--- src/rtl/spi_slave_pkg.sv ---
package spi_slave_pkg;
  typedef struct packed {
    logic cpol;
    logic cpha;
    logic lsb_first;
    logic wide;
  } spi_cfg_t;
endpackage

--- src/rtl/spi_sync.sv ---
module spi_sync #(
  parameter int unsigned            WIDTH   = 3,
  parameter int unsigned            STAGES  = 2,
  parameter logic [WIDTH-1:0]       RST_VAL = '0
) (
  input  logic             clk_i,
  input  logic             rst_ni,
  input  logic [WIDTH-1:0] d_i,
  output logic [WIDTH-1:0] q_o
);
  logic [STAGES-1:0][WIDTH-1:0] chain_q;

  for (genvar s = 0; s < STAGES; s++) begin : g_stage
    always_ff @(posedge clk_i or negedge rst_ni) begin
      if (!rst_ni) chain_q[s] <= RST_VAL;
      else if (s == 0) chain_q[s] <= d_i;
      else chain_q[s] <= chain_q[(s == 0) ? 0 : s-1];
    end
  end

  assign q_o = chain_q[STAGES-1];
endmodule

--- src/rtl/spi_edge_unit.sv ---
module spi_edge_unit
  import spi_slave_pkg::*;
(
  input  logic     clk_i,
  input  logic     rst_ni,
  input  logic     sck_s_i,
  input  logic     ss_n_s_i,
  input  spi_cfg_t cfg_i,
  output logic     start_o,
  output logic     active_o,
  output logic     sample_o,
  output logic     shift_o,
  output logic     cpha_o,
  output logic     lsb_first_o,
  output logic     wide_o
);
  logic     active_q, sck_q;
  spi_cfg_t cfg_q, cfg_eff;
  logic     edge_seen, odd_edge, even_edge;

  assign start_o = !active_q && !ss_n_s_i;

  always_ff @(posedge clk_i or negedge rst_ni) begin
    if (!rst_ni) begin
      active_q <= 1'b0;
      sck_q    <= 1'b0;
      cfg_q    <= '0;
    end else begin
      active_q <= !ss_n_s_i;
      sck_q    <= sck_s_i;
      if (start_o) cfg_q <= cfg_i;
    end
  end

  // configuration is live only in the select-fall cycle, frozen afterwards
  assign cfg_eff   = start_o ? cfg_i : cfg_q;
  assign edge_seen = active_q && (sck_s_i != sck_q);
  assign odd_edge  = edge_seen && (sck_s_i != cfg_q.cpol);
  assign even_edge = edge_seen && (sck_s_i == cfg_q.cpol);
  assign sample_o  = cfg_q.cpha ? even_edge : odd_edge;
  assign shift_o   = cfg_q.cpha ? odd_edge  : even_edge;

  assign active_o    = active_q;
  assign cpha_o      = cfg_eff.cpha;
  assign lsb_first_o = cfg_eff.lsb_first;
  assign wide_o      = cfg_eff.wide;

  p_edge_excl_r4: assert property (@(posedge clk_i) disable iff (!rst_ni)
    $onehot0({sample_o, shift_o}));
  p_no_edge_idle_r1: assert property (@(posedge clk_i) disable iff (!rst_ni)
    !active_q |-> !sample_o && !shift_o);
  p_cfg_frozen_r10: assert property (@(posedge clk_i) disable iff (!rst_ni)
    active_q && !ss_n_s_i |=> $stable(cfg_q));
endmodule

--- src/rtl/spi_slave_datapath.sv ---
module spi_slave_datapath #(
  parameter int unsigned DATA_W   = 16,
  parameter int unsigned NARROW_W = 8
) (
  input  logic              clk_i,
  input  logic              rst_ni,
  input  logic              start_i,
  input  logic              active_i,
  input  logic              sample_i,
  input  logic              shift_i,
  input  logic              mosi_i,
  input  logic              cpha_i,
  input  logic              lsb_first_i,
  input  logic              wide_i,
  input  logic [DATA_W-1:0] tx_data_i,
  input  logic              done_clr_i,
  output logic              miso_o,
  output logic [DATA_W-1:0] rx_data_o,
  output logic              done_o
);
  localparam int unsigned CNT_W = $clog2(DATA_W + 1);
  localparam int unsigned IDX_W = $clog2(DATA_W);
  localparam logic [DATA_W-1:0] NARROW_MASK =
    {{(DATA_W-NARROW_W){1'b0}}, {NARROW_W{1'b1}}};

  logic [CNT_W-1:0]  bit_cnt_q, nbits;
  logic [IDX_W-1:0]  top_idx;
  logic [DATA_W-1:0] rx_sr_q, rx_nxt, tx_sr_q, rx_data_q, word_mask;
  logic              latch_q, have_q, miso_q, done_q;
  logic              last_bit, take_last, do_shift, in_bit, complete;

  function automatic logic head_of(logic [DATA_W-1:0] w, logic lsb, logic [IDX_W-1:0] top);
    return lsb ? w[0] : w[top];
  endfunction

  function automatic logic [DATA_W-1:0] advance(logic [DATA_W-1:0] w, logic lsb);
    return lsb ? (w >> 1) : (w << 1);
  endfunction

  assign nbits     = wide_i ? CNT_W'(DATA_W) : CNT_W'(NARROW_W);
  assign top_idx   = wide_i ? IDX_W'(DATA_W-1) : IDX_W'(NARROW_W-1);
  assign word_mask = wide_i ? '1 : NARROW_MASK;
  assign last_bit  = (bit_cnt_q == nbits - CNT_W'(1));
  // phase set: the last bit has no later odd edge, take it on its capture edge
  assign take_last = cpha_i && sample_i && last_bit;
  assign do_shift  = (shift_i && have_q) || take_last;
  assign in_bit    = take_last ? mosi_i : latch_q;
  assign complete  = do_shift && last_bit;

  always_comb begin
    if (lsb_first_i) begin
      rx_nxt          = rx_sr_q >> 1;
      rx_nxt[top_idx] = in_bit;
    end else begin
      rx_nxt = {rx_sr_q[DATA_W-2:0], in_bit};
    end
  end

  always_ff @(posedge clk_i or negedge rst_ni) begin
    if (!rst_ni) begin
      bit_cnt_q <= '0;
      rx_sr_q   <= '0;
      tx_sr_q   <= '0;
      rx_data_q <= '0;
      latch_q   <= 1'b0;
      have_q    <= 1'b0;
      miso_q    <= 1'b0;
    end else if (start_i || complete) begin
      bit_cnt_q <= '0;
      have_q    <= 1'b0;
      rx_sr_q   <= '0;
      if (complete) rx_data_q <= rx_nxt & word_mask;
      if (!cpha_i) begin
        miso_q  <= head_of(tx_data_i, lsb_first_i, top_idx);
        tx_sr_q <= advance(tx_data_i, lsb_first_i);
      end else begin
        tx_sr_q <= tx_data_i;
        if (start_i) miso_q <= 1'b0;
      end
    end else if (!active_i) begin
      bit_cnt_q <= '0;
      have_q    <= 1'b0;
    end else begin
      if (sample_i && !take_last) begin
        latch_q <= mosi_i;
        have_q  <= 1'b1;
      end
      if (do_shift) begin
        rx_sr_q   <= rx_nxt;
        bit_cnt_q <= bit_cnt_q + CNT_W'(1);
        have_q    <= 1'b0;
      end
      if (shift_i) begin
        miso_q  <= head_of(tx_sr_q, lsb_first_i, top_idx);
        tx_sr_q <= advance(tx_sr_q, lsb_first_i);
      end
    end
  end

  always_ff @(posedge clk_i or negedge rst_ni) begin
    if (!rst_ni) done_q <= 1'b0;
    else if (complete) done_q <= 1'b1;
    else if (done_clr_i) done_q <= 1'b0;
  end

  assign miso_o    = miso_q;
  assign rx_data_o = rx_data_q;
  assign done_o    = done_q;

  p_cnt_bound_r6: assert property (@(posedge clk_i) disable iff (!rst_ni)
    active_i && !start_i |-> bit_cnt_q < nbits);
  p_set_wins_r8: assert property (@(posedge clk_i) disable iff (!rst_ni)
    complete |=> done_q);
  p_done_sticky_r8: assert property (@(posedge clk_i) disable iff (!rst_ni)
    done_q && !done_clr_i |=> done_q);
  p_rx_hold_r7: assert property (@(posedge clk_i) disable iff (!rst_ni)
    !complete |=> $stable(rx_data_q));
  p_abort_reset_r9: assert property (@(posedge clk_i) disable iff (!rst_ni)
    !active_i && !start_i |=> bit_cnt_q == '0);
endmodule

--- src/rtl/spi_slave_engine.sv ---
module spi_slave_engine
  import spi_slave_pkg::*;
#(
  parameter int unsigned DATA_W      = 16,
  parameter int unsigned NARROW_W    = 8,
  parameter int unsigned SYNC_STAGES = 2
) (
  input  logic              clk_i,
  input  logic              rst_ni,
  input  logic              sck_i,
  input  logic              ss_ni,
  input  logic              mosi_i,
  input  logic              cpol_i,
  input  logic              cpha_i,
  input  logic              lsb_first_i,
  input  logic              wide_i,
  input  logic [DATA_W-1:0] tx_data_i,
  input  logic              done_clr_i,
  output logic              miso_o,
  output logic              miso_oe_o,
  output logic [DATA_W-1:0] rx_data_o,
  output logic              done_o
);
  logic [2:0] sync_q;
  logic       sck_s, ss_n_s, mosi_s;
  logic       start, active, sample_ev, shift_ev;
  logic       cpha_eff, lsb_eff, wide_eff, miso_raw;
  spi_cfg_t   cfg_in;

  spi_sync #(.WIDTH(3), .STAGES(SYNC_STAGES), .RST_VAL(3'b010)) u_sync (
    .clk_i (clk_i),
    .rst_ni(rst_ni),
    .d_i   ({sck_i, ss_ni, mosi_i}),
    .q_o   (sync_q)
  );
  assign {sck_s, ss_n_s, mosi_s} = sync_q;

  assign cfg_in = '{cpol: cpol_i, cpha: cpha_i, lsb_first: lsb_first_i, wide: wide_i};

  spi_edge_unit u_edge (
    .clk_i      (clk_i),
    .rst_ni     (rst_ni),
    .sck_s_i    (sck_s),
    .ss_n_s_i   (ss_n_s),
    .cfg_i      (cfg_in),
    .start_o    (start),
    .active_o   (active),
    .sample_o   (sample_ev),
    .shift_o    (shift_ev),
    .cpha_o     (cpha_eff),
    .lsb_first_o(lsb_eff),
    .wide_o     (wide_eff)
  );

  spi_slave_datapath #(.DATA_W(DATA_W), .NARROW_W(NARROW_W)) u_dp (
    .clk_i      (clk_i),
    .rst_ni     (rst_ni),
    .start_i    (start),
    .active_i   (active),
    .sample_i   (sample_ev),
    .shift_i    (shift_ev),
    .mosi_i     (mosi_s),
    .cpha_i     (cpha_eff),
    .lsb_first_i(lsb_eff),
    .wide_i     (wide_eff),
    .tx_data_i  (tx_data_i),
    .done_clr_i (done_clr_i),
    .miso_o     (miso_raw),
    .rx_data_o  (rx_data_o),
    .done_o     (done_o)
  );

  assign miso_oe_o = active;
  assign miso_o    = active && miso_raw;

  p_miso_idle_r1: assert property (@(posedge clk_i) disable iff (!rst_ni)
    ss_n_s |=> !miso_oe_o && !miso_o);
endmodule

--- config.mk ---
export PLATFORM = sky130hd
export DESIGN_NAME = spi_slave_engine
export DESIGN_NICKNAME = d
export VERILOG_FILES = /design/src/rtl/spi_slave_pkg.sv /design/src/rtl/spi_sync.sv /design/src/rtl/spi_edge_unit.sv /design/src/rtl/spi_slave_datapath.sv /design/src/rtl/spi_slave_engine.sv
export SDC_FILE = /design/constraint.sdc
export NUM_CORES = 1
export LEC_CHECK = 0
export ABC_AREA = 1
export BUFFER_PORTS_ARGS = -buffer_cell sky130_fd_sc_hd__buf_2
export CAP_MARGIN = 20
export CORE_UTILIZATION = 50
export DETAILED_ROUTE_END_ITERATION = 8
export PLACE_DENSITY_LB_ADDON = 0.08
export SETUP_SLACK_MARGIN = 0.02
export SLEW_MARGIN = 20
export SYNTH_ARGS = -nofsm -noshare
export SYNTH_HDL_FRONTEND = slang
export SYNTH_HIERARCHICAL = 1
export SYNTH_SLANG_ARGS = --single-unit
--- constraint.sdc ---
create_clock -name clk_i -period 3.02 [get_ports clk_i]
set_clock_uncertainty 0.2 [all_clocks]
set_input_delay 0.604 -clock clk_i [delete_from_list [all_inputs] [get_ports clk_i]]
set_output_delay 0.604 -clock clk_i [all_outputs]
set_load 0.01 [all_outputs]
# Word level (Yosys, flattened, before mapping)
# Cells that the tools add are included.
# totals
elab_cells	94
out_inout_bits	19
register_bits	69
inputBits	26
# classes
n_addsub	2
magnitude_cmp	2
n_eq_ne	7
n_reduce_logical	25
n_bitwise	2
mux	40
# op_table
operator	count
16-bit two-way mux	11
5-bit two-way mux	4
1-bit two-way mux	19
16-bit AND	1
16-bit bitwise mux	1
1-bit logical AND	11
1-bit binary-select mux with 4-bit select	2
2-bit nonzero test	4
2-bit AND reduction	3
3-bit AND reduction	2
5-bit by 1-bit adder with 5-bit output (second input constant)	1
5-bit == test	1
4-bit by 5-bit < comparator with 1-bit output (second input constant)	1
5-bit by 1-bit subtractor with 5-bit output (second input constant)	1
1-bit demux with 4-bit select	1
4-bit by 1-bit >= comparator with 1-bit output (second input constant)	1
4-bit two-way mux	1
4-bit by 1-bit != test with 1-bit output (second input constant)	1
1-bit zero test	3
3-bit two-way mux	1
3-bit by 1-bit != test with 1-bit output (second input constant)	1
3-bit by 2-bit != test with 1-bit output (second input constant)	1
1-bit logical OR	2
1-bit != test	2
2 further kinds	2

# Logic depth before layout (Yosys ltp)
# depth
depth_word	13
ltp_mapped	16
depth_no_buf	14

# Modules after synthesis
# The synthesis kept the hierarchy.
# modules_own_cells
module	instances	cells_each	area_per_inst_um2
spi_slave_datapath	1	452	3248.1
spi_edge_unit	1	37	281.5
spi_sync	1	9	175.2
spi_slave_engine	1	2	7.5

# Worst setup path before layout
# OpenSTA, ideal clock, no wires.
# synth_timing
path_type	register -> register
start	reg u_sync.chain_q, in the netlist u_sync/q_o[1]
end	reg u_dp.rx_sr_q[3]
slack_ns	0.763
path_stages_with_launch	12
synth_period_minus_slack_ns	2.257
arrival_ns	1.937
setup_ns	0.121
cell_sequence	dfstp_2 > buf_4 > nor2_2 > o21ai_0 > nand2_1 > inv_1 > nand3_2 > nand2_2 > nand2_4 > nand2_1 > buf_4 > o21ai_1
# synth_via
elab_cells_between_ends	26
cone_classes	add/sub: 1; order compare: 2; eq/ne: 1; mux: 11; reduce/logical: 11
# synth_lines
element	line	source
from (decl)	spi_sync.sv:11	logic [STAGES-1:0][WIDTH-1:0] chain_q;
from (signal, indexed assignment)	spi_sync.sv:16	else if (s == 0) chain_q[s] <= d_i;
from (signal, indexed assignment)	spi_sync.sv:17	else chain_q[s] <= chain_q[(s == 0) ? 0 : s-1];
1-bit zero test *	spi_edge_unit.sv:21	assign start_o = !active_q && !ss_n_s_i;
1-bit logical AND *	spi_edge_unit.sv:21	
named net start	spi_slave_engine.sv:26	logic start, active, sample_ev, shift_ev;
3-bit two-way mux *	-	
named net cpha_eff	spi_slave_engine.sv:27	logic cpha_eff, lsb_eff, wide_eff, miso_raw;
1-bit logical AND * (2 in series)	spi_slave_datapath.sv:45	assign take_last = cpha_i && sample_i && last_bit;
1-bit two-way mux	spi_slave_datapath.sv:47	assign in_bit = take_last ? mosi_i : latch_q;
16-bit bitwise mux	spi_slave_datapath.sv:53	rx_nxt[top_idx] = in_bit;
16-bit two-way mux	spi_slave_datapath.sv:51	if (lsb_first_i) begin
16-bit two-way mux	spi_slave_datapath.sv:88	if (do_shift) begin
16-bit two-way mux	spi_slave_datapath.sv:80	end else if (!active_i) begin
16-bit two-way mux	spi_slave_datapath.sv:68	end else if (start_i || complete) begin
to (signal assigned)	spi_slave_datapath.sv:89	rx_sr_q <= rx_nxt;
to (decl)	spi_slave_datapath.sv:28	logic [DATA_W-1:0] rx_sr_q, rx_nxt, tx_sr_q, rx_data_q, word_mask;
# The timed path passes the listed nets; every way through them passes the cells marked *. The select of a mux whose other input is x is not followed.
# A chain may end at the register's enable or synchronous reset.

# Final worst setup path
# layout_timing
start	reg u_edge.active_q (netlist: u_edge/active_o)
end	reg u_dp.rx_sr_q[8]
# layout_via
elab_chain_len	13
elab_cells_between_ends	32
cone_classes	add/sub: 1; order compare: 2; eq/ne: 1; mux: 13; reduce/logical: 15
# layout_rtl
element	line	source
from (decl)	spi_edge_unit.sv:17	logic active_q, sck_q;
from (signal assigned)	spi_edge_unit.sv:29	active_q <= !ss_n_s_i;
1-bit zero test *	-	
1-bit logical AND *	spi_edge_unit.sv:21	
named net start	spi_slave_engine.sv:26	
3-bit two-way mux *	-	
named net wide_eff	spi_slave_engine.sv:27	
5-bit two-way mux or 4-bit two-way mux (tied branches)	spi_slave_datapath.sv:40, spi_slave_datapath.sv:41	
5-bit by 1-bit subtractor with 5-bit output, or another cell as far along	spi_slave_datapath.sv:43	assign last_bit = (bit_cnt_q == nbits - CNT_W'(1));
5-bit == test or 1-bit logical AND (tied branches)	spi_slave_datapath.sv:43, spi_slave_datapath.sv:53	
1-bit logical AND or 1-bit two-way mux (tied branches)	spi_slave_datapath.sv:45, spi_slave_datapath.sv:53	
1-bit two-way mux or 1-bit demux with 4-bit select (tied branches)	-	
16-bit bitwise mux	spi_slave_datapath.sv:53	
16-bit two-way mux	spi_slave_datapath.sv:51	
16-bit two-way mux	spi_slave_datapath.sv:88	
16-bit two-way mux	spi_slave_datapath.sv:80	
16-bit two-way mux	spi_slave_datapath.sv:68	
# Marks and branches as above.

==> Implementation_results.wiki <==
{| class="wikitable"
! Metric !! Value
|-
| Required @ worst endpoint || 3.09 ns
|-
| Initial antenna violation count || 0
|-
| Fmax || 388 MHz
|-
| Clock group share of total power || 0.392
|-
| Count of buffers inserted at the top-level ports || 44
|-
| Count of state elements after synthesis || 69
|-
| Std-Cell Rows || 31
|-
| Antenna viol nets, final || 0
|-
| Internal power || 1.67 mW
|-
| Commonest cells after routing, fill and taps aside || sky130_fd_sc_hd__nand2_1, sky130_fd_sc_hd__dfrtp_1, sky130_fd_sc_hd__o21ai_0
|-
| Longest Clk Path Bufs || 2
|-
| Via count || 3229
|-
| Hold crit path type || in2async
|-
| Clock slew at reported path FFs || 0.08 ns
|-
| Chain of cells forming the critical path || nor2_2, nand2_1, nand2_1, buf_4, nand2_1, nand2_1, nor2_2, o21ai_2, nand2_4, inv_2, nand2_1, buf_4, o21ai_1
|-
| Diodes inserted || 0
|-
| M2 GR Usage || 0.363
|-
| Global Route Usage Sum || 0.236
|-
| Setup repair after global routing missed its margin || no
|-
| Setup Fix Bufs, Post-CTS || 0
|-
| Post-CTS Hold Fix Bufs || 0
|-
| Result of the run || finished, final reports clean
|-
| Fin Setup TNS || 0 ns
|-
| Worst path slowest cell || sky130_fd_sc_hd__dfrtp_1
|-
| Clock Sink Count || 69
|-
| Cell mode on critical path || sky130_fd_sc_hd__nand2_1
|-
| Clk Latency, worst-skew pair || 0.35 ns
|-
| Slew at the pin closest to its max-slew limit || 0.672 ns
|-
| Commonest non-fill, non-tap cell in the layout || sky130_fd_sc_hd__nand2_1
|-
| Switching fraction of total power || 0.283
|-
| Leftover overflow at the end of global routing || 0
|-
| Wirelength per Cell || 12.9 um
|-
| CTS buffer count || 9
|-
| Final worst path period share || 0.853
|-
| Clock period minus final worst setup slack || 2.58 ns
|-
| Number of hold violations in the final report || 0
|-
| Endpoint class of the critical path || register
|-
| Fill cell instance count of the final layout || 702
|-
| Final setup slack of the worst path || 0.443 ns
|-
| Syn Inst Count || 500
|-
| Average cell area after synthesis || 7.42 sq um
|-
| DRC violation total after the first TritonRoute iteration || 135
|-
| Met1 GRT Util || 0.333
|-
| Via count of the first global-routing pass || 2972
|-
| Grt met3 use || 0.0462
|-
| Portion of the post-synthesis area used by sequential elements || 0.466
|-
| Die height || 88.2 um
|-
| Place WS || 0.376 ns
|-
| VDD IR-drop max || 266 uV
|-
| Most used routing layer in global routing || met2
|-
| Number of placed I/O pins || 45
|-
| Total of max-cap violations || 0
|-
| Clk root buf || sky130_fd_sc_hd__clkbuf_8
|-
| Power density relative to cell area || 548 nW/um^2
|-
| Vias per cell || 5.00
|-
| Number of distinct library cells after synthesis || 35
|-
| Proportion of power drawn by combinational gates || 0.162
|-
| Post-route DRC || 0
|-
| Wirelength, routed || 8320 um
|-
| Setup violation total in the final timing report || 0
|-
| Net switching power figure || 0.657 mW
|-
| Final #Nets || 569
|-
| Number of detailed-routing iterations run before antenna repair || 4
|-
| Largest net degree at the start of global routing || 43
|-
| Number of pins exceeding their max-slew limit in the final report || 0
|-
| Total half-perimeter wirelength after legalization and detailed placement || 5760 um
|-
| Yosys warns || 6
|-
| CTS H-Tree Depth || 3
|-
| Slew headroom || 0.552
|-
| Wire length of the first global-routing pass || 14000 um
|-
| Core box area || 7210 sq um
|-
| Clock tree from TritonCTS || yes
|-
| Worst Setup Start Kind || register
|-
| Arrival @ worst endpoint || 2.65 ns
|-
| Biggest fanout along the worst timing path || 30
|-
| P&R area growth vs syn || 14.3%
|-
| Sequential power share || 0.446
|-
| Final Wtd Congestion || 0.826
|-
| Critical Setup Path Class || reg2reg
|-
| Width of the chip || 88.2 um
|-
| Total placed cells including tap cells || 630
|-
| Proportion of layout cells with a drive suffix above 1 || 0.174
|-
| P_leak || 2.23 nW
|-
| Maximum single-stage delay on the critical path || 0.42 ns
|-
| Post-cts sizing count || 0
|-
| Die Area || 7770 sq um
|-
| Number of standard cells in the final layout excluding fillers || 646
|-
| Syn Std Cell Area || 3710 sq um
|-
| Initial standard-cell utilization of the core || 0.515
|-
| Nets in the synthesized netlist || 527
|}
==> layer usage <==
metal	up-vias	wire length, um
met3	8	325
met4	0	106
li1	1670	-
met2	71	3700
met1	1480	4190
met5	-	0
==> metrics by stage <==
| step | util | total power [mW] | hold slack, ns | instance area (sq um) |
|---|---|---|---|---|
| floorplan | - | 1.31 | 0.108 | 3710 |
| global placement | 0.555 | 1.42 | 0.134 | 4000 |
| detailed placement | 0.555 | 1.43 | 0.136 | 4000 |
| CTS | 0.588 | 2.34 | 0.0991 | 4240 |
| global route | 0.588 | 2.45 | 0.124 | 4240 |
| finish | 0.588 | 2.32 | 0.0839 | 4240 |
==> cell type report <==
type / instances / area (sq um) / area share
timing repair buffer: 55 / 315 / 0.0743
clock buffer: 10 / 128 / 0.0301
tap: 99 / 124 / 0.0292
multi-input combinational: 358 / 1650 / 0.388
sequential: 69 / 1730 / 0.408
inverter: 49 / 186 / 0.0440
clock inverter: 6 / 111 / 0.0263
==> power groups by stage <==
stage	logic, mW	registers (mW)	clock network, mW
2_1_floorplan	0.270	1.04	0
3_3_place_gp	0.369	1.05	0
3_5_place_dp	0.374	1.05	0
4_1_cts	0.374	1.04	0.928
5_1_grt	0.434	1.04	0.973
6_report	0.376	1.04	0.911
==> synth_stat cells (all sizes together) <==
cell type | number | area (sq um)
a21oi | 16 | 83.8
a31oi | 2 | 12.5
and3 | 1 | 6.26
buf | 18 | 126
clkbuf | 6 | 22.5
dfrtp | 67 | 1680
dfstp | 2 | 52.6
ha | 1 | 12.5
inv | 49 | 186
nand2 | 206 | 791
nand3 | 18 | 95.1
nand3b | 2 | 15.0
nor2 | 25 | 125
nor3 | 1 | 5.00
o211ai | 1 | 7.51
o21ai | 62 | 333
o221ai | 5 | 43.8
o22ai | 10 | 62.6
or2 | 6 | 37.5
xor2 | 2 | 17.5
==> logic make-up after synthesis <==
| group | Yosys count | synth area share |
|---|---|---|
| XOR/XNOR | 2 | 0.00472 |
| buffers and inverters | 73 | 0.0903 |
| AND/OR/NAND/NOR | 259 | 0.290 |
| flip-flops | 69 | 0.466 |
| AO/OA/AOI/OAI | 96 | 0.146 |
| adder cells (fa/ha/maj) | 1 | 0.00337 |
==> critical path, delay by kind of cell, from the launching register on <==
kind / cells / cell delay, ns
simple gates: 8 / 1.09
compound gates: 2 / 0.21
flops: 1 / 0.42
buf+inv: 3 / 0.60
==> worst paths after layout <==
check | from | cells after the start | to | slack [ns]
max | u_edge/active_o$_DFF_PN0_ | 13 | u_dp/rx_sr_q[8]$_DFFE_PN0P_ | 0.44
max reg2reg | u_edge/active_o$_DFF_PN0_ | 13 | u_dp/rx_sr_q[8]$_DFFE_PN0P_ | 0.44
max in group asynchronous | rst_ni | 2 | u_dp/tx_sr_q[1]$_DFFE_PN0P_ | 1.88
min reg2reg | u_sync/chain_q[2]$_DFF_PN0_ | 0 | u_sync/q_o[2]$_DFF_PN0_ | 0.15
min | rst_ni | 1 | u_dp/rx_data_o[2]$_DFFE_PN0P_ | 0.08
min in group clk_i | u_sync/chain_q[2]$_DFF_PN0_ | 0 | u_sync/q_o[2]$_DFF_PN0_ | 0.15
==> flip-flops by register name, summed over array words and instances, names as in the netlist <==
signal	flops
u_dp/latch_q	1
u_sync/q_o	3
u_dp/bit_cnt_q	5
u_dp/have_q	1
u_dp/done_o	1
u_edge/active_o	1
u_dp/tx_sr_q	16
u_edge/cfg_q	4
u_edge/sck_q	1
u_dp/miso_o	1
u_sync/chain_q	3
u_dp/rx_sr_q	16
u_dp/rx_data_o	16
Power figures use the tool's default switching activity.
